File: config.mk
export PLATFORM = sky130hd
export DESIGN_NAME = access_fault_framer
export DESIGN_NICKNAME = d
export VERILOG_FILES = /design/src/rtl/afs_pkg.sv /design/src/rtl/afs_status.sv /design/src/rtl/afs_push_ptr.sv /design/src/rtl/afs_frame_seq.sv /design/src/rtl/access_fault_framer.sv
export SDC_FILE = /design/constraint.sdc
export NUM_CORES = 1
export LEC_CHECK = 0
export ABC_AREA = 0
export BUFFER_PORTS_ARGS = -buffer_cell sky130_fd_sc_hd__buf_2
export CAP_MARGIN = 25
export CELL_PAD_IN_SITES_DETAIL_PLACEMENT = 0
export CELL_PAD_IN_SITES_GLOBAL_PLACEMENT = 1
export CORE_ASPECT_RATIO = 1.1
export CORE_MARGIN = 10
export CORE_UTILIZATION = 35
export CTS_CLUSTER_DIAMETER = 60
export DETAILED_ROUTE_END_ITERATION = 6
export HOLD_SLACK_MARGIN = 0.06
export PLACE_DENSITY_LB_ADDON = 0.1
export SYNTH_ARGS = -nofsm -noshare
export SYNTH_HDL_FRONTEND = slang
export SYNTH_SLANG_ARGS = --single-unit
File: constraint.sdc
create_clock -name clk_i -period 5.7 [get_ports clk_i]
set_input_delay 1.14 -clock clk_i [delete_from_list [all_inputs] [get_ports clk_i]]
set_output_delay 1.14 -clock clk_i [all_outputs]
set_load 0.03 [all_outputs]
File: src/rtl/afs_pkg.sv
package afs_pkg;
  localparam int unsigned SSW_W = 16;
  localparam int BIT_ATC = 10;
  localparam int BIT_RW = 8;
  localparam int SIZE_LO = 5;
  localparam int TM_SUP = 2;
  localparam int TM_CODE = 1;
  localparam int TM_DATA = 0;
  localparam logic [SSW_W-1:0] SIZE_MASK = 16'h0060;
  localparam logic [SSW_W-1:0] TM_MASK = 16'h0007;

  typedef enum logic [1:0] {
    ACC_BYTE = 2'd0,
    ACC_WORD = 2'd1,
    ACC_LONG = 2'd2,
    ACC_LINE = 2'd3
  } acc_size_e;

  function automatic logic [1:0] size_code(input acc_size_e s);
    case (s)
      ACC_BYTE: size_code = 2'b01;
      ACC_WORD: size_code = 2'b10;
      ACC_LONG: size_code = 2'b00;
      default:  size_code = 2'b11;
    endcase
  endfunction
endpackage

File: src/rtl/afs_status.sv
module afs_status
  import afs_pkg::*;
#(
  parameter int AW = 32
) (
  input  logic             clk_i,
  input  logic             rst_ni,
  input  logic             xlat_i,
  input  logic             berr_i,
  input  logic             lock_i,
  input  logic [1:0]       size_i,
  input  logic             write_i,
  input  logic             super_i,
  input  logic             code_i,
  input  logic [AW-1:0]    addr_i,
  output logic [SSW_W-1:0] ssw_o,
  output logic [AW-1:0]    far_o,
  output logic             nested_o
);
  logic [SSW_W-1:0] ssw_q, fields, ssw_d;
  logic [AW-1:0]    far_q;
  logic             take;

  always_comb begin
    fields = '0;
    fields[BIT_ATC] = 1'b1;
    fields[BIT_RW] = ~write_i;
    fields[SIZE_LO +: 2] = size_code(acc_size_e'(size_i));
    fields[TM_SUP] = super_i;
    fields[TM_CODE] = code_i;
    fields[TM_DATA] = ~code_i;
  end

  // translation fault rebuilds the word; bus error merges into it
  always_comb begin
    if (xlat_i) ssw_d = fields;
    else        ssw_d = (ssw_q & ~(SIZE_MASK | TM_MASK)) | fields;
  end

  assign take = (xlat_i | berr_i) & ~lock_i;
  assign nested_o = (xlat_i | berr_i) & lock_i;

  always_ff @(posedge clk_i or negedge rst_ni) begin
    if (!rst_ni) begin
      ssw_q <= '0;
      far_q <= '0;
    end else if (take) begin
      ssw_q <= ssw_d;
      far_q <= addr_i;
    end
  end

  assign ssw_o = ssw_q;
  assign far_o = far_q;
endmodule

File: src/rtl/afs_push_ptr.sv
module afs_push_ptr #(
  parameter int AW = 32
) (
  input  logic          clk_i,
  input  logic          rst_ni,
  input  logic          load_i,
  input  logic [AW-1:0] sp_i,
  input  logic          adv_i,
  input  logic          long_i,
  output logic [AW-1:0] addr_o,
  output logic [AW-1:0] ptr_o
);
  localparam logic [AW-1:0] LONG_B = AW'(4);
  localparam logic [AW-1:0] WORD_B = AW'(2);
  localparam logic [AW-1:0] EVEN_M = ~AW'(1);

  logic [AW-1:0] ptr_q;

  assign addr_o = ptr_q - (long_i ? LONG_B : WORD_B);
  assign ptr_o  = ptr_q;

  always_ff @(posedge clk_i or negedge rst_ni) begin
    if (!rst_ni)     ptr_q <= '0;
    else if (load_i) ptr_q <= sp_i & EVEN_M;
    else if (adv_i)  ptr_q <= addr_o;
  end
endmodule

File: src/rtl/afs_frame_seq.sv
module afs_frame_seq
  import afs_pkg::*;
#(
  parameter int AW         = 32,
  parameter int ZERO_LONGS = 8,
  parameter int ZERO_WORDS = 3,
  parameter int FMT        = 7,
  parameter int VEC        = 2
) (
  input  logic             clk_i,
  input  logic             rst_ni,
  input  logic             start_i,
  input  logic             abort_i,
  input  logic             ready_i,
  input  logic [AW-1:0]    far_i,
  input  logic [SSW_W-1:0] ssw_i,
  input  logic [AW-1:0]    pc_i,
  input  logic [15:0]      sr_i,
  output logic             valid_o,
  output logic             long_o,
  output logic [AW-1:0]    data_o,
  output logic             last_o
);
  localparam int S_FAR0  = ZERO_LONGS;
  localparam int S_FAR1  = S_FAR0 + 1;
  localparam int S_ZW    = S_FAR1 + 1;
  localparam int S_SSW   = S_ZW + ZERO_WORDS;
  localparam int S_EA    = S_SSW + 1;
  localparam int S_FMT   = S_EA + 1;
  localparam int S_PC    = S_FMT + 1;
  localparam int S_SR    = S_PC + 1;
  localparam int N_STEPS = S_SR + 1;
  localparam int STEP_W  = $clog2(N_STEPS);
  localparam logic [15:0] FMT_WORD = 16'((FMT << 12) | (VEC << 2));

  logic              busy_q;
  logic [STEP_W-1:0] step_q;
  logic [AW-1:0]     pc_q;
  logic [15:0]       sr_q;
  logic              accept;
  int                step;

  assign step   = int'(step_q);
  assign accept = busy_q & ready_i;
  assign last_o = accept & (step == S_SR);

  always_comb begin
    long_o = 1'b1;
    data_o = '0;
    if (step < S_FAR0) begin
      long_o = 1'b1;
    end else if (step <= S_FAR1) begin
      data_o = far_i;
    end else if (step < S_SSW) begin
      long_o = 1'b0;
    end else if (step == S_SSW) begin
      long_o = 1'b0;
      data_o = AW'(ssw_i);
    end else if (step == S_EA) begin
      data_o = far_i;
    end else if (step == S_FMT) begin
      long_o = 1'b0;
      data_o = AW'(FMT_WORD);
    end else if (step == S_PC) begin
      data_o = pc_q;
    end else begin
      long_o = 1'b0;
      data_o = AW'(sr_q);
    end
  end

  always_ff @(posedge clk_i or negedge rst_ni) begin
    if (!rst_ni) begin
      busy_q <= 1'b0;
      step_q <= '0;
      pc_q   <= '0;
      sr_q   <= '0;
    end else if (abort_i) begin
      busy_q <= 1'b0;
    end else if (start_i && !busy_q) begin
      busy_q <= 1'b1;
      step_q <= '0;
      pc_q   <= pc_i;
      sr_q   <= sr_i;
    end else if (accept) begin
      if (step == S_SR) busy_q <= 1'b0;
      step_q <= step_q + STEP_W'(1);
    end
  end

  assign valid_o = busy_q;
endmodule

File: src/rtl/access_fault_framer.sv
module access_fault_framer
  import afs_pkg::*;
#(
  parameter int AW = 32
) (
  input  logic          clk_i,
  input  logic          rst_ni,
  input  logic          xlat_fault_i,
  input  logic          bus_err_i,
  input  logic [1:0]    acc_size_i,
  input  logic          acc_write_i,
  input  logic          acc_super_i,
  input  logic          acc_code_i,
  input  logic [AW-1:0] acc_addr_i,
  input  logic          start_i,
  input  logic [AW-1:0] sp_i,
  input  logic [AW-1:0] pc_i,
  input  logic [15:0]   sr_i,
  output logic          wr_valid_o,
  input  logic          wr_ready_i,
  output logic [AW-1:0] wr_addr_o,
  output logic [AW-1:0] wr_data_o,
  output logic          wr_long_o,
  output logic          done_o,
  output logic [AW-1:0] sp_o,
  output logic [15:0]   status_o,
  output logic [AW-1:0] fault_addr_o,
  output logic          halt_o
);
  logic             busy, nested, go, last, is_long;
  logic             halt_q, done_q;
  logic [SSW_W-1:0] ssw;
  logic [AW-1:0]    far, data, addr, ptr;

  assign go = start_i & ~busy & ~halt_q;

  afs_status #(.AW(AW)) u_status (
    .clk_i    (clk_i),
    .rst_ni   (rst_ni),
    .xlat_i   (xlat_fault_i),
    .berr_i   (bus_err_i),
    .lock_i   (busy),
    .size_i   (acc_size_i),
    .write_i  (acc_write_i),
    .super_i  (acc_super_i),
    .code_i   (acc_code_i),
    .addr_i   (acc_addr_i),
    .ssw_o    (ssw),
    .far_o    (far),
    .nested_o (nested)
  );

  afs_frame_seq #(.AW(AW)) u_seq (
    .clk_i   (clk_i),
    .rst_ni  (rst_ni),
    .start_i (go),
    .abort_i (nested),
    .ready_i (wr_ready_i),
    .far_i   (far),
    .ssw_i   (ssw),
    .pc_i    (pc_i),
    .sr_i    (sr_i),
    .valid_o (busy),
    .long_o  (is_long),
    .data_o  (data),
    .last_o  (last)
  );

  afs_push_ptr #(.AW(AW)) u_ptr (
    .clk_i  (clk_i),
    .rst_ni (rst_ni),
    .load_i (go),
    .sp_i   (sp_i),
    .adv_i  (busy & wr_ready_i),
    .long_i (is_long),
    .addr_o (addr),
    .ptr_o  (ptr)
  );

  always_ff @(posedge clk_i or negedge rst_ni) begin
    if (!rst_ni) begin
      halt_q <= 1'b0;
      done_q <= 1'b0;
    end else begin
      halt_q <= halt_q | nested;
      done_q <= last & ~nested;
    end
  end

  assign wr_valid_o   = busy;
  assign wr_addr_o    = addr;
  assign wr_data_o    = data;
  assign wr_long_o    = is_long;
  assign done_o       = done_q;
  assign sp_o         = ptr;
  assign status_o     = ssw;
  assign fault_addr_o = far;
  assign halt_o       = halt_q;
endmodule

==> results.json <==
{
  "status": "finished, final reports clean",
  "grt_pass1_vias": 6931,
  "drt_iter0_drc": 414,
  "die_area_um2": 25900,
  "setup_viol": 0,
  "netlist_instances": 837,
  "path_cells": "buf_4 -> inv_1 -> ha_1 -> a21boi_0 -> a2bb2oi_2 -> a21o_1 -> ha_1 -> inv_1 -> fa_2 -> or4_4 -> or4_4 -> or4_4 -> xnor2_1 -> buf_2",
  "hpwl_um": 18400,
  "r2r_slack_ns": 1.59,
  "h-tree-depth": 4,
  "critical_path.startpoint_type": "flip-flop",
  "hold_end": "u_seq.sr_q[6]",
  "worstSkewPairLatency_ns": 0.42,
  "worst_path_max_delay_cell": "or4_4",
  "p_comb_share_pct": 39.9,
  "rr_worst_depth": 14,
  "cts.sinks": 126,
  "grt_pass1_wl_um": 39700,
  "synth.top_cell.area_share_pct": 45.5,
  "drcViolationCount": 0,
  "leakagePower_uw": 0.00473,
  "yosysWarnings": 0,
  "initial_core_util_pct": 35.9,
  "gp_congestion": 0.841,
  "synth_edf_count": 0,
  "yosys.area.top_type": "dfrtp_1",
  "async_flop_share_pct": 100,
  "antenna_found_initial": 9,
  "cts_tree": "done",
  "synthFlopType": "dfrtp_1",
  "cts_max_path_buffers": 2,
  "r2r_start": "u_seq.step_q[0]",
  "syn_area_um2": 6940,
  "fmax_mhz": 183,
  "seqPwrFrac_pct": 33.7,
  "grt_max_degree": 88,
  "tightest_slew_ns": 0.994,
  "finalPower_uw": 4490,
  "holdWs_ns": 0.471,
  "r2r_end": "u_ptr.ptr_o[15]",
  "wl_per_cell_um": 18.8,
  "avgSynthCellArea_um2": 8.29,
  "area.sequential_um2": 3150,
  "crit_top_cell": "or4_4",
  "clock-root-buffer": "clkbuf_16",
  "core.rowCount": 53,
  "arrival_ns": 4.31,
  "die_w_um": 154,
  "final_common_cell": "nand2_1",
  "syn2layout_area_growth_pct": 31.6,
  "via_per_inst": 5.07,
  "swShare_pct": 44.0,
  "skew_ns": 0.00703,
  "min_from": "u_seq.sr_q[6]",
  "multi_input_area_um2": 3530,
  "mostFrequentLayoutCells": "302 x nand2_1, 257 x buf_2, 125 x dfrtp_1",
  "dpl_cell_area_um2": 8400,
  "hold_viol": 0,
  "yosys-top-cells-area": "dfrtp_1 45%, nand2_1 16%, nor2_1 2.9%",
  "finalMaxSlewViolations": 0,
  "drtPass1Iterations": 4,
  "end_kind": "primary output",
  "track_usage_pct": 19.1,
  "clk_pin_slew_ns": 0.06,
  "yosysSeqAreaShare_pct": 45.5,
  "die_y_um": 168,
  "p_clk_share_pct": 26.3,
  "power_density_nw_per_um2": 492,
  "antenna_left": 0,
  "path_max_fanout": 8,
  "vdd_drop_max_uv": 382,
  "p_int_uw": 2520,
  "wl_um": 25300,
  "fillers": 1980,
  "coreArea_um2": 19300,
  "finalCriticalPeriod_ns": 5.45,
  "hold_class": "reg -> reg",
  "cp.required_ns": 4.56,
  "port_buffers": 258,
  "vias": 6794,
  "layout-drive-gt1-share_pct": 30.6,
  "crit_type": "reg -> out",
  "slew-limit-headroom_pct": 33.1,
  "slowest_delay_ns": 0.49,
  "grt.overflow.total": 0,
  "numCtsBuffers": 17,
  "design_area_um2": 9130,
  "switching_power_uw": 1980,
  "nets": 1208,
  "ys_ff_latch": 126,
  "synth_cell_type_count": 59,
  "setup_tns_ns": 0,
  "io_pins": 271,
  "min_path_cells": 2,
  "fin_crit_sh_pct": 95.7,
  "drv_cap": 0
}
## worst max-delay path: cells and delay by family, from the launching register on
kind / cells / cell delay, ns
AND/OR/NAND/NOR: 3 / 1.41
buffers and inverters: 4 / 0.51
XOR/XNOR: 1 / 0.14
flip-flops: 1 / 0.40
AO/OA/AOI/OAI: 3 / 0.65
adder cells (fa/ha/maj): 3 / 0.78
## kinds of logic after synthesis
family / Yosys count / synth area share [%]
AND/OR/NAND/NOR: 441 / 27.4
AO/OA/AOI/OAI: 133 / 13.5
flip-flops: 126 / 45.5
buffers and inverters: 77 / 5.03
XOR/XNOR: 33 / 4.17
multiplexers: 16 / 2.44
adder cells (fa/ha/maj): 10 / 1.91
other: 1 / 0.0541
## worst max-delay path by stage
stage                                from            end  slack, ns  depth (start not counted)
after floorplan           u_seq.step_q[1]  wr_addr_o[15]       0.03                         14
after global placement    u_seq.step_q[1]  wr_addr_o[15]       0.24                         13
after detailed placement  u_seq.step_q[1]  wr_addr_o[15]       0.17                         13
after CTS                 u_seq.step_q[1]  wr_addr_o[15]       0.06                         14
after global routing      u_seq.step_q[0]  wr_addr_o[15]      -0.03                         14
final                     u_seq.step_q[0]  wr_addr_o[15]       0.25                         14
## Yosys cell counts, drive strengths merged, types with 4 or more instances
| master | n |
|---|---|
| a21o | 6 |
| ha | 9 |
| nand2b | 4 |
| inv | 12 |
| a211oi | 5 |
| o21a | 8 |
| o22a | 5 |
| or4 | 10 |
| clkbuf | 47 |
| buf | 18 |
| a221oi | 7 |
| xnor2 | 12 |
| a221o | 12 |
| nand3 | 15 |
| xor2 | 21 |
| nor3b | 8 |
| mux2i | 9 |
| nand2 | 303 |
| o21ai | 32 |
| mux2 | 7 |
| nor2 | 53 |
| and3 | 5 |
| dfrtp | 126 |
| o311ai | 5 |
| nor3 | 15 |
| a22oi | 17 |
| nand4 | 8 |
| a21oi | 18 |
| nor4 | 9 |
## per-layer routing
| metal | track usage, % | part of all wire (%) | vias up |
|---|---|---|---|
| li1 | - | - | 3311 |
| met1 | 24.2 | 43 | 3217 |
| met2 | 29.6 | 47 | 229 |
| met3 | 6.74 | 8.3 | 33 |
| met4 | 6.29 | 1.6 | 4 |
| met5 | 0 | 0.11 | - |
## metrics by stage
step / util, % / instances / setup slack, ns
3_5_place_dp: 43.5 / 1300 / 0.175
2_1_floorplan: - / 847 / 0.0328
5_1_grt: 47.3 / 1339 / -0.0310
3_3_place_gp: 43.5 / 1300 / 0.242
4_1_cts: 46.9 / 1332 / 0.0592
6_report: 47.3 / 1341 / 0.246
## sequential cells by signal (all words and copies together) (netlist names)
name	count
u_seq.pc_q	32
u_status.far_o	32
u_ptr.ptr_o	31
u_seq.sr_q	16
u_status.ssw_o	7
u_seq.step_q	5
done_o	1
halt_o	1
u_seq.valid_o	1
## power groups by stage
stage	sequential, uW	clock (uW)	combinational [uW]
after detailed placement	1520	0	1790
after CTS	1510	1210	1800
final	1520	1180	1790
after global routing	1570	1250	1970
after global placement	1520	0	1790
after floorplan	1700	0	1020
## area by class of cell
class / count / area share, %
Multi-Input combinational cell: 644 / 38.7
Sequential cell: 126 / 34.6
Timing Repair Buffer: 274 / 15.8
Clock buffer: 17 / 4.66
Tap cell: 247 / 3.39
Clock inverter: 15 / 2.32
Inverter: 12 / 0.494
Antenna cell: 6 / 0.165
## repair_timing
item,CTS,global route
gates cloned,0,0
pin swaps,0,1
setup endpoints to repair,3,4
gates resized for setup,3,4
buffers inserted,0,2
hold buffers,0,0
No activity file was read; power rests on OpenSTA's default activity.
